File: config.mk
export PLATFORM = sky130hd
export DESIGN_NAME = flash_id_init
export DESIGN_NICKNAME = d
export VERILOG_FILES = /design/src/rtl/fid_pkg.sv /design/src/rtl/fid_geom.sv /design/src/rtl/fid_frame.sv /design/src/rtl/flash_id_init.sv
export SDC_FILE = /design/constraint.sdc
export NUM_CORES = 1
export LEC_CHECK = 0
export BUFFER_PORTS_ARGS = -buffer_cell sky130_fd_sc_hd__buf_2
export CAP_MARGIN = 20
export CORE_MARGIN = 5
export CORE_UTILIZATION = 45
export DETAILED_ROUTE_END_ITERATION = 10
export PLACE_DENSITY = 0.69
export SYNTH_ARGS = -nofsm -noshare
export SYNTH_HDL_FRONTEND = slang
export SYNTH_SLANG_ARGS = --single-unit
export TNS_END_PERCENT = 20
File: constraint.sdc
create_clock -name clk -period 2.5 [get_ports clk]
set_input_delay 0.125 -clock clk [delete_from_list [all_inputs] [get_ports clk]]
set_output_delay 0.125 -clock clk [all_outputs]
set_load 0.05 [all_outputs]
File: src/rtl/fid_pkg.sv
package fid_pkg;

    localparam int FRAME_MAX = 4;

    localparam logic [7:0] OP_IDENT  = 8'h9F;
    localparam logic [7:0] OP_FILL   = 8'hA5;
    localparam logic [7:0] OP_WIDE   = 8'hB7;
    localparam logic [7:0] OP_WEN    = 8'h06;
    localparam logic [7:0] OP_STATW  = 8'h01;
    localparam logic [7:0] STAT_OPEN = 8'h00;
    localparam logic [7:0] VENDOR_OK = 8'h9D;
    localparam logic [7:0] FAMILY_OK = 8'h60;

    typedef enum logic [2:0] {
        STEP_IDLE,
        STEP_IDENT,
        STEP_WIDE,
        STEP_WEN,
        STEP_STATW
    } step_e;

    typedef struct packed {
        logic [2:0]                     len;
        logic [FRAME_MAX-1:0][7:0]      bytes;
    } frame_t;

    // Bytes of the frame for each step; element 0 is sent first.
    function automatic frame_t frame_for(step_e s);
        frame_t f;
        f.len   = 3'd0;
        f.bytes = '0;
        case (s)
            STEP_IDENT: begin
                f.len      = 3'd4;
                f.bytes[0] = OP_IDENT;
                f.bytes[1] = OP_FILL;
                f.bytes[2] = OP_FILL;
                f.bytes[3] = OP_FILL;
            end
            STEP_WIDE: begin
                f.len      = 3'd1;
                f.bytes[0] = OP_WIDE;
            end
            STEP_WEN: begin
                f.len      = 3'd1;
                f.bytes[0] = OP_WEN;
            end
            STEP_STATW: begin
                f.len      = 3'd2;
                f.bytes[0] = OP_STATW;
                f.bytes[1] = STAT_OPEN;
            end
            default: ;
        endcase
        return f;
    endfunction

endpackage

File: src/rtl/fid_geom.sv
module fid_geom #(
    parameter logic [7:0] BASE_CODE   = 8'h17,
    parameter int         NPROF       = 4,
    parameter int         BASE_SECT   = 2048,
    parameter int         PG_PER_SECT = 16,
    parameter int         WIDE_FROM   = 2,
    parameter int         SECT_W      = 15,
    parameter int         PAGE_W      = 19
) (
    input  logic [7:0]        cap_code,
    output logic              hit,
    output logic [SECT_W-1:0] sect,
    output logic [PAGE_W-1:0] page,
    output logic              wide
);
    localparam int PG_SH = $clog2(PG_PER_SECT);

    logic [NPROF-1:0]              match;
    logic [NPROF-1:0][SECT_W-1:0]  sect_v;
    logic [NPROF-1:0]              wide_v;

    for (genvar i = 0; i < NPROF; i++) begin : g_prof
        assign match[i]  = (cap_code == BASE_CODE + 8'(i));
        assign sect_v[i] = match[i] ? SECT_W'(BASE_SECT << i) : '0;
        assign wide_v[i] = match[i] && (i >= WIDE_FROM);
    end

    always_comb begin
        sect = '0;
        for (int k = 0; k < NPROF; k++) sect = sect | sect_v[k];
    end

    assign hit  = |match;
    assign wide = |wide_v;
    assign page = PAGE_W'(sect) << PG_SH;

endmodule

File: src/rtl/fid_frame.sv
module fid_frame #(
    parameter int MAXB = 4,
    parameter int LW   = 3
) (
    input  logic                 clk,
    input  logic                 rst_n,
    input  logic                 go,
    input  logic [LW-1:0]        len,
    input  logic [MAXB-1:0][7:0] tx_bytes,
    output logic                 byte_req,
    output logic [7:0]           byte_tx,
    input  logic                 byte_done,
    input  logic [7:0]           byte_rx,
    output logic                 cs_n,
    output logic                 frame_done,
    output logic [MAXB-1:0][7:0] rx_bytes
);
    localparam int IW = (MAXB > 1) ? $clog2(MAXB) : 1;

    typedef enum logic [1:0] {FE_IDLE, FE_SEND, FE_WAIT} fe_e;

    typedef struct packed {
        fe_e                  st;
        logic [IW-1:0]        idx;
        logic [LW-1:0]        len;
        logic [MAXB-1:0][7:0] txb;
        logic [MAXB-1:0][7:0] rxb;
        logic                 cs_n;
        logic                 fdone;
    } fe_t;

    fe_t fe_d, fe_q;

    always_comb begin
        fe_d       = fe_q;
        fe_d.fdone = 1'b0;
        case (fe_q.st)
            FE_IDLE: if (go) begin
                fe_d.txb  = tx_bytes;
                fe_d.len  = len;
                fe_d.idx  = '0;
                fe_d.rxb  = '0;
                fe_d.cs_n = 1'b0;
                fe_d.st   = FE_SEND;
            end
            FE_SEND: fe_d.st = FE_WAIT;
            FE_WAIT: if (byte_done) begin
                fe_d.rxb[fe_q.idx] = byte_rx;
                if (LW'(fe_q.idx) + LW'(1) >= fe_q.len) begin
                    fe_d.cs_n  = 1'b1;
                    fe_d.fdone = 1'b1;
                    fe_d.st    = FE_IDLE;
                end else begin
                    fe_d.idx = fe_q.idx + IW'(1);
                    fe_d.st  = FE_SEND;
                end
            end
            default: fe_d.st = FE_IDLE;
        endcase
    end

    always_ff @(posedge clk) begin
        if (!rst_n) begin
            fe_q      <= '0;
            fe_q.st   <= FE_IDLE;
            fe_q.cs_n <= 1'b1;
        end else begin
            fe_q <= fe_d;
        end
    end

    assign byte_req   = (fe_q.st == FE_SEND);
    assign byte_tx    = fe_q.txb[fe_q.idx];
    assign cs_n       = fe_q.cs_n;
    assign frame_done = fe_q.fdone;
    assign rx_bytes   = fe_q.rxb;

    // bytes move only inside a selected frame
    p_req_selected_r8: assert property (@(posedge clk) disable iff (!rst_n)
        byte_req |-> !cs_n);
    // one outstanding byte at a time
    p_req_single_r8: assert property (@(posedge clk) disable iff (!rst_n)
        byte_req |=> !byte_req);
    // frame end releases chip select
    p_end_release_r8: assert property (@(posedge clk) disable iff (!rst_n)
        frame_done |-> cs_n);

endmodule

File: src/rtl/flash_id_init.sv
module flash_id_init #(
    parameter int         NPROF       = 4,
    parameter int         BASE_SECT   = 2048,
    parameter int         PG_PER_SECT = 16,
    parameter logic [7:0] BASE_CODE   = 8'h17,
    parameter int         WIDE_FROM   = 2,
    parameter int         SECT_W      = $clog2(BASE_SECT) + NPROF,
    parameter int         PAGE_W      = SECT_W + $clog2(PG_PER_SECT)
) (
    input  logic              clk,
    input  logic              rst_n,
    input  logic              start,
    output logic              done,
    output logic              ok,
    output logic              err,
    output logic [SECT_W-1:0] sectors,
    output logic [PAGE_W-1:0] pages,
    output logic [2:0]        addr_bytes,
    output logic              cs_n,
    output logic              byte_req,
    output logic [7:0]        byte_tx,
    input  logic              byte_done,
    input  logic [7:0]        byte_rx
);
    import fid_pkg::*;

    typedef struct packed {
        step_e             step;
        logic              go;
        logic              done;
        logic              ok;
        logic              err;
        logic [SECT_W-1:0] sect;
        logic [PAGE_W-1:0] page;
        logic [2:0]        abytes;
    } ctl_t;

    ctl_t c_d, c_q;

    logic                      frame_done;
    logic [FRAME_MAX-1:0][7:0] rx_bytes;
    frame_t                    cur_frame;
    logic                      g_hit, g_wide;
    logic [SECT_W-1:0]         g_sect;
    logic [PAGE_W-1:0]         g_page;
    logic                      id_good;

    fid_geom #(
        .BASE_CODE(BASE_CODE), .NPROF(NPROF), .BASE_SECT(BASE_SECT),
        .PG_PER_SECT(PG_PER_SECT), .WIDE_FROM(WIDE_FROM),
        .SECT_W(SECT_W), .PAGE_W(PAGE_W)
    ) u_geom (
        .cap_code(rx_bytes[3]),
        .hit     (g_hit),
        .sect    (g_sect),
        .page    (g_page),
        .wide    (g_wide)
    );

    assign cur_frame = frame_for(c_q.step);

    fid_frame #(.MAXB(FRAME_MAX), .LW(3)) u_frame (
        .clk       (clk),
        .rst_n     (rst_n),
        .go        (c_q.go),
        .len       (cur_frame.len),
        .tx_bytes  (cur_frame.bytes),
        .byte_req  (byte_req),
        .byte_tx   (byte_tx),
        .byte_done (byte_done),
        .byte_rx   (byte_rx),
        .cs_n      (cs_n),
        .frame_done(frame_done),
        .rx_bytes  (rx_bytes)
    );

    assign id_good = (rx_bytes[1] == VENDOR_OK) && (rx_bytes[2] == FAMILY_OK) && g_hit;

    always_comb begin
        c_d      = c_q;
        c_d.go   = 1'b0;
        c_d.done = 1'b0;
        case (c_q.step)
            STEP_IDLE: if (start) begin
                c_d.ok     = 1'b0;
                c_d.err    = 1'b0;
                c_d.sect   = '0;
                c_d.page   = '0;
                c_d.abytes = '0;
                c_d.step   = STEP_IDENT;
                c_d.go     = 1'b1;
            end
            STEP_IDENT: if (frame_done) begin
                if (id_good) begin
                    c_d.sect   = g_sect;
                    c_d.page   = g_page;
                    c_d.abytes = g_wide ? 3'd4 : 3'd3;
                    c_d.step   = g_wide ? STEP_WIDE : STEP_WEN;
                    c_d.go     = 1'b1;
                end else begin
                    c_d.err  = 1'b1;
                    c_d.done = 1'b1;
                    c_d.step = STEP_IDLE;
                end
            end
            STEP_WIDE: if (frame_done) begin
                c_d.step = STEP_WEN;
                c_d.go   = 1'b1;
            end
            STEP_WEN: if (frame_done) begin
                c_d.step = STEP_STATW;
                c_d.go   = 1'b1;
            end
            STEP_STATW: if (frame_done) begin
                c_d.ok   = 1'b1;
                c_d.done = 1'b1;
                c_d.step = STEP_IDLE;
            end
            default: c_d.step = STEP_IDLE;
        endcase
    end

    always_ff @(posedge clk) begin
        if (!rst_n) begin
            c_q      <= '0;
            c_q.step <= STEP_IDLE;
        end else begin
            c_q <= c_d;
        end
    end

    assign done       = c_q.done;
    assign ok         = c_q.ok;
    assign err        = c_q.err;
    assign sectors    = c_q.sect;
    assign pages      = c_q.page;
    assign addr_bytes = c_q.abytes;

    // outcome flags are exclusive
    p_flags_excl_r10: assert property (@(posedge clk) disable iff (!rst_n)
        !(ok && err));
    // done lasts one cycle
    p_done_pulse_r10: assert property (@(posedge clk) disable iff (!rst_n)
        done |=> !done);
    // failure leaves geometry cleared
    p_geom_zero_r9: assert property (@(posedge clk) disable iff (!rst_n)
        err |-> (sectors == '0 && pages == '0 && addr_bytes == 3'd0));
    // accepted parts report a legal address width
    p_addr_legal_r5: assert property (@(posedge clk) disable iff (!rst_n)
        ok |-> (addr_bytes == 3'd3 || addr_bytes == 3'd4));
    // a new frame never starts while one is selected
    p_go_deselected_r8: assert property (@(posedge clk) disable iff (!rst_n)
        c_q.go |-> cs_n);

endmodule

==> results of run 1 <==
[Yosys cell counts, drive strengths merged, types with 6 or more instances]
master / count / share of area (%)
dfxtp: 52 / 39
inv: 9 / 1.3
nand2b: 7 / 1.7
nand2: 56 / 8.0
nor2: 18 / 2.6
a21oi: 37 / 7.0
buf: 39 / 11
nand3: 30 / 5.9
nor3: 8 / 1.9
clkbuf: 16 / 2.3
ha: 6 / 2.8
o21ai: 9 / 1.9
[final cells by class]
cell class,instances,area share (%)
multi-input cells,241,47.7
flip-flops and latches,52,38.1
repair buffers,36,6.78
well taps,72,3.30
clock buffers,6,2.66
inverters,9,1.24
clock inverters,1,0.183
[path summary, 6_finish.rpt]
path,start,slack (ns),end,cells past startpoint
worst max-delay path,u_frame.rx_bytes[13]$_SDFFE_PN0P_,0.54,sectors[12]$_SDFFE_PN0P_,5
worst min-delay path,start,0.08,err$_SDFFE_PN0P_,2
worst max register to register,u_frame.rx_bytes[13]$_SDFFE_PN0P_,0.54,sectors[12]$_SDFFE_PN0P_,5
worst min register to register,u_frame.fe_q[37]$_SDFFE_PN0P_,0.45,u_frame.fe_q[37]$_SDFFE_PN0P_,2
[cells by family after synthesis]
logic type	Yosys count	synth area share [%]
buf+inv	64	14.8
xor+xnor	1	0.332
other cells	1	0.142
mux	3	1.19
fa+ha+maj	6	2.85
simple gates	146	28.7
flops	52	39.5
compound gates	58	12.5
[power groups by stage]
| stage | Clock [mW] | Sequential [mW] | Combinational, mW |
|---|---|---|---|
| CTS | 0.465 | 0.838 | 0.164 |
| floorplan | 0 | 0.856 | 0.171 |
| detailed placement | 0 | 0.858 | 0.164 |
| finish | 0.447 | 0.838 | 0.165 |
| global route | 0.501 | 0.840 | 0.176 |
| global placement | 0 | 0.858 | 0.164 |
[flip-flops by register name (all words and copies together), names as in the netlist]
name                cells
u_frame.rx_bytes       24
u_frame.fe_q           13
c_q                     4
sectors                 4
addr_bytes              2
done                    1
err                     1
ok                      1
u_frame.cs_n            1
u_frame.frame_done      1
[per-layer routing]
metal  routed length [µm]  vias to the layer above  GRT usage, %
met1                 2420                      972          19.8
li1                     -                     1081             -
met3                  382                        3          3.14
met4                   19                        0          2.12
met2                 2440                       59          22.0
met5                    0                        -             0
[through the flow]
stage / utilization, % / power, mW / setup slack (ns) / hold WS [ns]
floorplan: - / 1.03 / 0.672 / 0.243
global placement: 47.3 / 1.02 / 0.590 / 0.401
detailed placement: 47.3 / 1.02 / 0.559 / 0.394
CTS: 48.7 / 1.47 / 0.535 / 0.0711
global route: 48.7 / 1.52 / 0.395 / 0.0776
finish: 48.7 / 1.45 / 0.542 / 0.0822
[critical path: cells and delay by family (launching register included)]
kind	cells	cell delay (ns)
and+or+nand+nor	4	1.52
DFF	1	0.32
AOI/OAI and AO/OA	1	0.06
==> out/results.tsv, run 1 <==
stage	metric	value	unit
floorplan	Starting Density	47.0	%
sta	final setup vio count	0	
hold_path	worst hold path class	primary input to flip-flop	
pwr	power share of the clock group	30.8	%
status	status	finished clean	
final_layout	most frequent cells in the layout	nand2_1, dfxtp_1, a21oi_1	
logic_synthesis	Yosys reg bits	52	
clocking	post-CTS sizing	0	
place	placed instance area	2650	µm²
clocking	clock root cell	clkbuf_8	
final_layout	area growth from synthesis to layout	3.56	%
clocking	clk_lat worst skew	0.30	ns
route	via/cell ratio	5.07	
critical_path	CP max-delay cell	or4_4	
floorplan	Site Rows	27	
critical_path	CP required	2.74	ns
place	DPL Wire Length	3.96	mm
sta	setup TNS	0	ns
pwr	Internal	1.05	mW
place	GPL Wtd Cong	0.826	
clocking	CTS tree	built	
logic_synthesis	Synth Warn #	0	
pwr	Sequential Power Share	57.8	%
sta	Max Slew Vio Count	0	
sta	relative slew slack	44.2	%
critical_path	CP Cell Sequence	or4b_4, nor4_4, nand3_2, or4_4, o21ai_2	
final_layout	layout cells sized above 1	15.1	%
logic_synthesis	Post-synth ARST share	0	%
global_route	pin count of the biggest net entering global routing	34	
global_route	vias in the first global route	1856	
clocking	Clk pin slew, worst setup/hold paths	0.09	ns
pwr	combinational power share	11.4	%
clocking	cts hold-fix bufs	0	
clocking	# Post-CTS Setup Buffers	0	
critical_path	WS Path Type	flip-flop to flip-flop	
floorplan	Die H	86.5	µm
logic_synthesis	cell area after synthesis	2640	µm²
logic_synthesis	ys flop type	dfxtp_1	
sta	Worst Skew	0.00482	ns
flow_run	maxcap violations	0	
route	via count	2115	
floorplan	die width	86.5	µm
floorplan	IO Pins	62	
critical_path	crit path DAT	2.19	ns
floorplan	Core ar.	5610	µm²
sta	final hold vios	0	
clocking	clock sinks	52	
pwr	Sw Share	28.0	%
route	Routed WL	5.26	mm
final_layout	commonest non-fill, non-tap cell in the layout	nand2_1	
route	DRT Pass-1 Iters	4	
global_route	first-pass GRT wire length	8.65	mm
critical_path	Worst setup SP type	flip-flop	
route	# DRC	0	
floorplan	die area	7490	µm²
critical_path	endpoint type of the worst setup path	flip-flop	
global_route	Total GRT Usage	14.0	%
pwr	PwrDens	531	nW/µm²
route	post-route antenna net violation count	0	
global_route	total global routing overflow	0	
final_layout	ant diodes	0	
final_layout	Final Non-Filler Cells	417	
route	Avg WL per Cell	12.6	µm
final_layout	fillers	614	
critical_path	max incr delay on CP	0.55	ns
sta	RSZ-0062 raised after global routing	false	
pwr	Net Sw Power	0.405	mW
clocking	Bufs on Longest Clock Path	2	
logic_synthesis	Post-synth EDFFs	0	
pwr	Lkg Pwr	1.13	nW
clocking	CTS buffer count	5	
final_layout	multi-input logic area	1300	µm²
sta	final worst path period need	1.96	ns
logic_synthesis	Syn Area/Cell	7.96	µm²
final_layout	nets	363	
route	DRT iter0 DRCs	101	
logic_synthesis	Synth Instances	331	
place	number of port buffers	34	
global_route	number of antenna violations at the first check in global routing	0	
sta	part of the cycle the worst path needs	78.3	%
clocking	H-Tree Depth	2	
final_layout	FF+latch area	1040	µm²
final_layout	Final Cell Area	2730	µm²
place	# placed instances	410	
sta	f_max	0.511	GHz
pwr	worst ir drop on vdd	0.000337	V
critical_path	crit-path max FO	8	
sta	Worst-Margin Slew	0.838	ns
logic_synthesis	Distinct cells, synth	47	
logic_synthesis	sequential share of the synthesized area	39.5	%
No activity file was read; power rests on OpenSTA's default activity.
==> inputs of run 2 (changes only) <==
--- a/config.mk
+++ b/config.mk
@@ -10,7 +10,7 @@
 export CORE_MARGIN = 5
 export CORE_UTILIZATION = 45
 export DETAILED_ROUTE_END_ITERATION = 10
-export PLACE_DENSITY = 0.69
+export PLACE_DENSITY = 0.71
 export SYNTH_ARGS = -nofsm -noshare
 export SYNTH_HDL_FRONTEND = slang
 export SYNTH_SLANG_ARGS = --single-unit
==> constraint.sdc (replaced) <==
create_clock -name clk -period 1.7 [get_ports clk]
set_input_delay 0.085 -clock clk [delete_from_list [all_inputs] [get_ports clk]]
set_output_delay 0.085 -clock clk [all_outputs]
set_load 0.05 [all_outputs]
==> run 2 against run 1 <==
Against the previous run:
- the flow now finishes with violations (negative setup slack)
- worst hold slack got worse by 0.058 ns
- utilization is 3.1 points higher
- combinational power is 55% higher
- final cell count grew 2.9%
- die area unchanged
- clock-buffer cell count stayed put
==> out/results.tsv, run 2 (synthesis results as in run 1) <==
stage	metric	value	unit	change
clocking	CTS buffer count	5		unchanged
pwr	Lkg Pwr	1.21	nW	was 1.13 nW
sta	WHS	0.0241	ns	was 0.0822 ns
route	DRT iter0 DRCs	132		was 101
sta	final hold vios	0		unchanged
final_layout	most frequent cells in the layout	nand2_1, dfxtp_1, a21oi_1		unchanged
global_route	pin count of the biggest net entering global routing	25		was 34
sta	relative slew slack	64.6	%	was 44.2%
flow_run	maxcap violations	0		unchanged
floorplan	Site Rows	27		unchanged
critical_path	crit path DAT	2.13	ns	was 2.19 ns
clocking	clock root cell	clkbuf_8		unchanged
hold_path	worst hold path class	primary input to flip-flop		unchanged
final_layout	nets	374		was 363
critical_path	Buf/Inv on CP	0		unchanged
place	GPL Wtd Cong	0.795		was 0.826
hold_path	Hold Path Sink	err$_SDFFE_PN0P_		unchanged
sta	final worst path period need	1.88	ns	was 1.96 ns
floorplan	Core ar.	5610	µm²	unchanged
critical_path	max incr delay on CP	0.58	ns	was 0.55 ns
route	Routed WL	5.65	mm	was 5.26 mm
floorplan	die area	7490	µm²	unchanged
pwr	Sequential Power Share	51.6	%	was 57.8%
clocking	Clk pin slew, worst setup/hold paths	0.09	ns	about the same
pwr	Internal	1.74	mW	was 1.05 mW
floorplan	IO Pins	62		unchanged
final_layout	area growth from synthesis to layout	10.2	%	was 3.56%
critical_path	CP max-delay cell	or4b_4		was or4_4
critical_path	Worst setup SP type	flip-flop		unchanged
route	Avg WL per Cell	13.2	µm	was 12.6 µm
sta	part of the cycle the worst path needs	110	%	was 78.3%
clocking	clk_lat worst skew	0.31	ns	was 0.30 ns
floorplan	Starting Density	47.0	%	unchanged
hold_path	hold path depth	2		unchanged
pwr	PwrDens	820	nW/µm²	was 531 nW/µm²
final_layout	ant diodes	0		unchanged
clocking	H-Tree Depth	2		unchanged
floorplan	Die H	86.5	µm	unchanged
critical_path	WS Path Type	flip-flop to flip-flop		unchanged
sta	f_max	0.533	GHz	was 0.511 GHz
route	# DRC	0		unchanged
final_layout	max FFs per register	24		unchanged
place	Placement Setup Slack	-0.182	ns	was 0.559 ns
pwr	worst ir drop on vdd	0.000622	V	was 0.000337 V
clocking	clock sinks	52		unchanged
critical_path	crit-path max FO	4		was 8
route	via/cell ratio	5.09		was 5.07
sta	Worst-Margin Slew	0.531	ns	was 0.838 ns
sta	setup TNS	-1.13	ns	was 0 ns
global_route	total global routing overflow	0		unchanged
sta	final setup vio count	10		was 0
sta	fin worst setup slack	-0.176	ns	was 0.542 ns
critical_path	CP startpoint	u_frame.rx_bytes[31]$_SDFFE_PN0P_		was u_frame.rx_bytes[13]$_SDFFE_PN0P_
status	failing checks	negative setup slack		
global_route	Total GRT Usage	15.4	%	was 14.0%
place	DPL Wire Length	4.10	mm	was 3.96 mm
critical_path	Reg2Reg Capture Point	sectors[12]$_SDFFE_PN0P_		unchanged
pwr	combinational power share	10.7	%	was 11.4%
pwr	Pwr Total	2.38	mW	was 1.45 mW
pwr	Net Sw Power	0.638	mW	was 0.405 mW
sta	Max Slew Vio Count	0		unchanged
clocking	Bufs on Longest Clock Path	2		unchanged
route	post-route antenna net violation count	0		unchanged
hold_path	hold path startpoint	start		unchanged
global_route	number of antenna violations at the first check in global routing	0		unchanged
sta	Worst Skew	0.00652	ns	was 0.00482 ns
critical_path	CP required	1.95	ns	was 2.74 ns
critical_path	CP Cell Sequence	or4b_4, or3_4, or4_4, o21ai_2		was or4b_4, nor4_4, nand3_2, or4_4, o21ai_2
pwr	power share of the clock group	37.6	%	was 30.8%
floorplan	die width	86.5	µm	unchanged
global_route	first-pass GRT wire length	9.40	mm	was 8.65 mm
global_route	vias in the first global route	2058		was 1856
final_layout	layout cells sized above 1	21.0	%	was 15.1%
pwr	Sw Share	26.8	%	was 28.0%
route	DRT Pass-1 Iters	4		unchanged
sta	RSZ-0062 raised after global routing	true		was false
critical_path	reg2reg start	u_frame.rx_bytes[31]$_SDFFE_PN0P_		was u_frame.rx_bytes[13]$_SDFFE_PN0P_
clocking	CTS tree	built		unchanged
critical_path	R2R depth	4		was 5
critical_path	worst reg-to-reg setup slack	-0.18	ns	was 0.54 ns
final_layout	commonest non-fill, non-tap cell in the layout	nand2_1		unchanged
status	status	finished, violations left		was finished clean
critical_path	endpoint type of the worst setup path	flip-flop		unchanged
place	number of port buffers	34		unchanged
route	via count	2183		was 2115
final_layout	fillers	567		was 614
critical_path	cell family with most CP delay	simple AND/OR/NAND/NOR gates		unchanged
[run 2: through the flow]
step / cell area [µm²] / util, % / cells
4_1_cts: 2870 / 51.2 / 429
6_report: 2900 / 51.8 / 429
3_5_place_dp: 2730 / 48.6 / 420
3_3_place_gp: 2730 / 48.6 / 420
2_1_floorplan: 2730 / - / 357
5_1_grt: 2900 / 51.8 / 429
[run 2: worst max-delay path by stage]
| stage | endpoint | slack [ns] | cells past startpoint |
|---|---|---|---|
| 2_1_floorplan | sectors[12]$_SDFFE_PN0P_ | -0.12 | 4 |
| 3_3_place_gp | sectors[12]$_SDFFE_PN0P_ | -0.14 | 4 |
| 3_5_place_dp | sectors[12]$_SDFFE_PN0P_ | -0.18 | 4 |
| 4_1_cts | sectors[12]$_SDFFE_PN0P_ | -0.19 | 4 |
| 5_1_grt | sectors[12]$_SDFFE_PN0P_ | -0.22 | 4 |
| 6_report | sectors[12]$_SDFFE_PN0P_ | -0.18 | 4 |
[run 2: power groups by stage]
stage,clock (mW),combinational (mW),sequential [mW]
2_1_floorplan,0,0.252,1.26
3_3_place_gp,0,0.249,1.26
3_5_place_dp,0,0.250,1.26
4_1_cts,0.922,0.253,1.23
5_1_grt,0.969,0.270,1.23
6_report,0.896,0.255,1.23
[run 2: cell type report]
type / instances / area [µm²] / area share (%)
Multi-Input combinational cell: 241 / 1350 / 46.4
Sequential cell: 52 / 1040 / 35.9
Timing Repair Buffer: 47 / 268 / 9.22
Tap cell: 72 / 90.1 / 3.10
Clock buffer: 6 / 82.6 / 2.84
Clock inverter: 2 / 38.8 / 1.34
Inverter: 9 / 33.8 / 1.16
[run 2: what timing repair did]
action                     4_1_cts  5_1_grt
setup buffers                    1        0
setup endpoints to repair       15       16
hold buffers                     0        0
resized for setup                4        9
gates cloned                     0        0
pin swaps                        2        3
hold endpoints to repair         0        0
[run 2: metal layers]
layer | routed length [µm] | GRT usage (%)
met1 | 2500 | 18.9
met2 | 2780 | 26.5
met3 | 324 | 3.90
met4 | 42 | 4.53
met5 | 0 | 0
